<file path="src/rtl/gpr_views_pkg.sv">
package gpr_views_pkg;
  localparam int BYTE_W   = 8;
  localparam int HALF_W   = 2 * BYTE_W;
  localparam int LONG_W   = 2 * HALF_W;
  localparam int NUM_LONG = 8;
  localparam int IDX_W    = $clog2(2 * NUM_LONG);
  localparam int SEL_W    = $clog2(NUM_LONG);
  localparam int LANES    = LONG_W / BYTE_W;

  typedef enum logic [1:0] {
    SZ_BYTE = 2'd0,
    SZ_WORD = 2'd1,
    SZ_LONG = 2'd2,
    SZ_ALT  = 2'd3
  } opSize_e;

  // strobes from write control to the datapath
  typedef struct packed {
    logic [NUM_LONG-1:0] regHit;
    logic [LANES-1:0]    laneEn;
    logic [LONG_W-1:0]   laneData;
  } wrStrobe_t;

  function automatic logic [LONG_W-1:0] readView(
    input logic [LONG_W-1:0] entry,
    input opSize_e           sz,
    input logic              upper
  );
    logic [LONG_W-1:0] res;
    res = '0;
    unique case (sz)
      SZ_BYTE: res[BYTE_W-1:0] = upper ? entry[BYTE_W-1:0] : entry[HALF_W-1:BYTE_W];
      SZ_WORD: res[HALF_W-1:0] = upper ? entry[LONG_W-1:HALF_W] : entry[HALF_W-1:0];
      default: res = entry;
    endcase
    return res;
  endfunction
endpackage

</file>
<file path="src/rtl/gpr_write_ctrl.sv">
module gpr_write_ctrl
  import gpr_views_pkg::*;
(
  input  logic              wrEn,
  input  logic [IDX_W-1:0]  wrIdx,
  input  opSize_e           wrSize,
  input  logic [LONG_W-1:0] wrData,
  output wrStrobe_t         strobe
);
  logic [SEL_W-1:0] entrySel;
  logic             upperHalf;

  assign entrySel  = wrIdx[SEL_W-1:0];
  assign upperHalf = wrIdx[SEL_W];

  always_comb begin
    strobe = '0;
    for (int k = 0; k < NUM_LONG; k++) begin
      strobe.regHit[k] = wrEn && (entrySel == SEL_W'(k));
    end
    unique case (wrSize)
      SZ_BYTE: begin
        // bit 3 set: low byte of R; clear: high byte of R
        strobe.laneEn   = upperHalf ? LANES'(1) : LANES'(2);
        strobe.laneData = {LANES{wrData[BYTE_W-1:0]}};
      end
      SZ_WORD: begin
        strobe.laneEn   = upperHalf ? LANES'(12) : LANES'(3);
        strobe.laneData = {(LONG_W/HALF_W){wrData[HALF_W-1:0]}};
      end
      default: begin
        strobe.laneEn   = '1;
        strobe.laneData = wrData;
      end
    endcase
  end
endmodule

</file>
<file path="src/rtl/gpr_bank_dp.sv">
module gpr_bank_dp
  import gpr_views_pkg::*;
#(
  parameter int NUM_RD = 2
) (
  input  logic              clk,
  input  logic              rstN,
  input  wrStrobe_t         strobe,
  input  logic [IDX_W-1:0]  rdIdx  [NUM_RD],
  input  opSize_e           rdSize [NUM_RD],
  output logic [LONG_W-1:0] rdData [NUM_RD]
);
  logic [LONG_W-1:0] bank [NUM_LONG];

  for (genvar k = 0; k < NUM_LONG; k++) begin : g_entry
    for (genvar b = 0; b < LANES; b++) begin : g_lane
      always_ff @(posedge clk or negedge rstN) begin
        if (!rstN) begin
          bank[k][b*BYTE_W +: BYTE_W] <= '0;
        end else if (strobe.regHit[k] && strobe.laneEn[b]) begin
          bank[k][b*BYTE_W +: BYTE_W] <= strobe.laneData[b*BYTE_W +: BYTE_W];
        end
      end
    end
  end

  for (genvar p = 0; p < NUM_RD; p++) begin : g_rd
    assign rdData[p] = readView(bank[rdIdx[p][SEL_W-1:0]], rdSize[p], rdIdx[p][SEL_W]);
  end
endmodule

</file>
<file path="src/rtl/gpr_views_top.sv">
module gpr_views_top
  import gpr_views_pkg::*;
(
  input  logic              clk,
  input  logic              rstN,
  input  logic [IDX_W-1:0]  rdIdxA,
  input  logic [1:0]        rdSizeA,
  input  logic [IDX_W-1:0]  rdIdxB,
  input  logic [1:0]        rdSizeB,
  input  logic              wrEn,
  input  logic [IDX_W-1:0]  wrIdx,
  input  logic [1:0]        wrSize,
  input  logic [LONG_W-1:0] wrData,
  output logic [LONG_W-1:0] rdDataA,
  output logic [LONG_W-1:0] rdDataB
);
  localparam int NUM_RD = 2;

  wrStrobe_t         strobe;
  logic [IDX_W-1:0]  rdIdx  [NUM_RD];
  opSize_e           rdSize [NUM_RD];
  logic [LONG_W-1:0] rdData [NUM_RD];

  assign rdIdx[0]  = rdIdxA;
  assign rdIdx[1]  = rdIdxB;
  assign rdSize[0] = opSize_e'(rdSizeA);
  assign rdSize[1] = opSize_e'(rdSizeB);
  assign rdDataA   = rdData[0];
  assign rdDataB   = rdData[1];

  gpr_write_ctrl u_ctrl (
    .wrEn   (wrEn),
    .wrIdx  (wrIdx),
    .wrSize (opSize_e'(wrSize)),
    .wrData (wrData),
    .strobe (strobe)
  );

  gpr_bank_dp #(.NUM_RD(NUM_RD)) u_dp (
    .clk    (clk),
    .rstN   (rstN),
    .strobe (strobe),
    .rdIdx  (rdIdx),
    .rdSize (rdSize),
    .rdData (rdData)
  );
endmodule

</file>
<file path="config.mk">
export PLATFORM = sky130hd
export DESIGN_NAME = gpr_views_top
export DESIGN_NICKNAME = d
export VERILOG_FILES = /design/src/rtl/gpr_views_pkg.sv /design/src/rtl/gpr_write_ctrl.sv /design/src/rtl/gpr_bank_dp.sv /design/src/rtl/gpr_views_top.sv
export SDC_FILE = /design/constraint.sdc
export NUM_CORES = 1
export LEC_CHECK = 0
export ABC_CLOCK_PERIOD_IN_PS = 2500
export BUFFER_PORTS_ARGS = -buffer_cell sky130_fd_sc_hd__buf_4
export CORE_MARGIN = 2
export CORE_UTILIZATION = 24
export CTS_BUF_LIST = sky130_fd_sc_hd__clkbuf_8
export CTS_CLUSTER_SIZE = 10
export DETAILED_ROUTE_END_ITERATION = 12
export PLACE_DENSITY = 0.37
export SYNTH_ARGS = -nofsm -noshare
export SYNTH_HDL_FRONTEND = slang
export SYNTH_SLANG_ARGS = --single-unit
</file>
<file path="constraint.sdc">
create_clock -name clk -period 2.5 [get_ports clk]
set_input_delay 0.25 -clock clk [delete_from_list [all_inputs] [get_ports clk]]
set_output_delay 0.25 -clock clk [all_outputs]
set_load 0.005 [all_outputs]
</file>
==> metrics <==
status finished, violations left; violations in the final reports setup timing; post-layout minimum cycle time 2.54 ns; final-report setup violation count 3; CTS sink cnt 256; Top FF cell, synth sky130_fd_sc_hd__dfrtp_1; source-to-sink clock delay at the later pin of the worst-skew pair 0.63 ns; startpoint of the worst-slack reg-to-reg timing path u_dp.bank[174]; num rows 90; routed via count divided by cell count 5.00; timing-limited maximum frequency 393 MHz; number of nets in the final layout 1,492; post-synthesis average cell area 11.5 um^2; area overhead of the layout relative to synthesis 23.7%; startpoint-to-endpoint class of the critical path reg -> out; reg2reg end u_dp.bank[174]; Final ANT Viol Nets 0; DP HPWL 41,300 um; initial antenna violation count 1; width of the chip 251 um; Post-synth EDFFs 0; area of the die 62,800 um^2; first-pass GRT wire length 83,600 um; critical path, cell by cell mux2i_1 > a22oi_1 > nand2_2 > a222oi_1 > buf_4; most common cell after layout, fill and taps aside sky130_fd_sc_hd__dfrtp_1; maximum number of pins on one net before global-route repair 72; largest stage delay on the critical path 0.55 ns; Post-Place Worst Slack -0.0420 ns; number of distinct library cell variants in the gate-level netlist after synthesis 41; Clock Tree Root sky130_fd_sc_hd__clkbuf_8; TritonCTS buffer count 51; number of I/O pins 117; register bit count reported by yosys 256; syn_nets 1,322; required time at the endpoint of the critical path 2.25 ns; count of pins over their slew limit 0; drt total wl 58,400 um; routed wire length per instance 26.0 um; MaxCap Viol Count 0; design area 18,100 um^2; worst vdd rail ir drop 385 uV; kind of start point of the critical path flip-flop; class of the most critical hold timing path in -> reg; endpoint arrival time on the critical path 2.29 ns; Initial Utilization 24.2%; share of synthesized area occupied by flip-flops and latches 43.9%; number of cells on the worst reg-to-reg path 3; hold path start wrData[0]; fraction of final layout cells with drive strength greater than 1 38.6%; RSZ-0062 raised after global routing true; Reg with most FFs u_dp.bank; flip-flop count of the largest register, all copies and words added 256; leak pwr 0.00775 uW; count of input and output buffers 116; share of flip-flops with an asynchronous set or reset 100%; Slowest cell on crit path sky130_fd_sc_hd__a222oi_1; cell area after placement 16,700 um^2; level count of the clock H-tree 2; Largest delay share family, worst path compound AO/OA/AOI/OAI gates; overall die height 251 um; Final GP Congestion 0.839; Gate Count Post-Synth 1,269; slew at the pin closest to its max-slew limit 0.949 ns; power density of the placed cells 809 nW/um^2; endpoint type of the worst setup path primary output; Hold EP u_dp.bank[128]; first drt pass iteration count 8; cell area after technology mapping 14,600 um^2; GR Overflow Total 0; number of buffers on the longest clock path 3; final hold violation count 0; final setup margin -0.0433 ns; via count of the first global-routing pass 11,700; remaining design rule violation count 0; synthesis warning total 0; number of buffer and inverter stages on the critical path 1; Clock Skew 0 ns; overall track demand over capacity in global routing 18.5%; final-layout worst hold slack 0.0734 ns; relative slew slack 36.5%; top flop regs u_dp.bank: 256 flops; Hold Path Cell Cnt 2; clock-pin slew on the worst setup and hold paths 0.06 ns; register-to-register setup slack 1.67 ns; commonest cells after routing, fill and taps aside 256 x sky130_fd_sc_hd__dfrtp_1, 196 x sky130_fd_sc_hd__buf_4, 144 x sky130_fd_sc_hd__mux2_2; share of the clock period used by the worst path 102%; clock tree from TritonCTS built; peak fanout along the critical path 3; overall via count from detail_route 11,300; number of violations reported at the end of detailed-routing iteration 0 762; floorplan core area 60,200 um^2
## logic make-up after synthesis
group	share of synthesized area, %
xor gates and xnor gates	0.120
DFF	43.9
muxes	30.9
and+or+nand+nor	9.18
AOI/OAI and AO/OA	11.6
buffers and inverters	4.24
## synthesized netlist by cell type, types with 2 or more instances
library cell	number	area, um^2
sky130_fd_sc_hd__nand4b_1	2	17.5
sky130_fd_sc_hd__a22oi_1	26	195
sky130_fd_sc_hd__o21a_1	8	60.1
sky130_fd_sc_hd__dfrtp_1	256	6410
sky130_fd_sc_hd__nand2_1	134	503
sky130_fd_sc_hd__clkbuf_1	35	131
sky130_fd_sc_hd__nand4_1	11	68.8
sky130_fd_sc_hd__mux2i_1	114	1140
sky130_fd_sc_hd__inv_1	3	11.3
sky130_fd_sc_hd__o22a_1	26	228
sky130_fd_sc_hd__nand3_1	8	40.0
sky130_fd_sc_hd__nor3_1	3	15.0
sky130_fd_sc_hd__mux2_1	2	22.5
sky130_fd_sc_hd__nor3_4	2	32.5
sky130_fd_sc_hd__buf_12	2	40.0
sky130_fd_sc_hd__buf_4	15	113
sky130_fd_sc_hd__nand3_2	3	30.0
sky130_fd_sc_hd__o211ai_1	16	120
sky130_fd_sc_hd__buf_6	10	113
sky130_fd_sc_hd__buf_1	6	22.5
sky130_fd_sc_hd__mux2_2	146	1640
sky130_fd_sc_hd__nor2_2	8	50.1
sky130_fd_sc_hd__o41ai_1	6	52.6
sky130_fd_sc_hd__nor2b_1	9	56.3
sky130_fd_sc_hd__mux4_2	76	1710
sky130_fd_sc_hd__buf_8	2	30.0
sky130_fd_sc_hd__xnor2_1	2	17.5
sky130_fd_sc_hd__a21oi_1	65	325
sky130_fd_sc_hd__buf_2	30	150
sky130_fd_sc_hd__and3_1	11	68.8
sky130_fd_sc_hd__o21ai_0	106	531
sky130_fd_sc_hd__nand2b_1	10	62.6
sky130_fd_sc_hd__nor2_1	92	345
sky130_fd_sc_hd__nand4_4	2	42.5
sky130_fd_sc_hd__a222oi_1	16	160
## how the worst max path moves through the flow
stage              startpoint          end  slack, ns  depth (start not counted)
2_1_floorplan       rdIdxA[0]   rdDataA[0]       0.83                          7
3_3_place_gp        rdIdxB[1]  rdDataB[14]      -0.06                          7
3_5_place_dp        rdIdxB[1]  rdDataB[14]      -0.04                          7
4_1_cts        u_dp.bank[136]   rdDataA[0]      -0.07                          5
5_1_grt        u_dp.bank[141]   rdDataA[5]      -0.15                          5
6_report       u_dp.bank[172]   rdDataA[4]      -0.04                          5
## power by group
part           switching (uW)  internal [uW]  total, uW
clock network            1960           2260       4220
registers                 751           5150       5900
logic                    2150           2330       4480
total                    4860           9750      14600
## metal layers
metal | vias to the layer above | GRT usage, % | part of all wire, %
met3 | 84 | 3.87 | 6.0
met4 | 0 | 5.90 | 2.6
met1 | 5751 | 25.9 | 47
li1 | 5078 | - | -
met5 | - | 0 | 0
met2 | 337 | 28.6 | 45
## final cells by class
type	count	area, um^2
Inverter	4	15.0
Clock inverter	17	76.3
Timing Repair Buffer	218	1830
Fill cell	6215	42200
Antenna cell	1	2.50
Sequential cell	256	6410
Multi-Input combinational cell	908	7870
Tap cell	782	978
Clock buffer	64	881
## per-stage QoR
stage	TNS, ns	instances	total power (uW)	utilization [%]
after floorplan	0	1269	8270	-
after global placement	-0.0638	2155	10100	27.7
after detailed placement	-0.0420	2155	10100	27.7
after CTS	-0.259	2242	14600	29.6
after global routing	-0.587	2250	15400	30.0
final	-0.0557	2250	14600	30.0
## timing repair
| action | in CTS | in global routing |
|---|---|---|
| gates resized for setup | 28 | 39 |
| buffers inserted | 4 | 13 |
| endpoints found under the setup margin | 21 | 23 |
| hold buffers | 2 | 0 |
| endpoints found under the hold margin | 70 | 0 |
| pin swaps | 10 | 21 |
No activity file was read; power rests on OpenSTA's default activity.
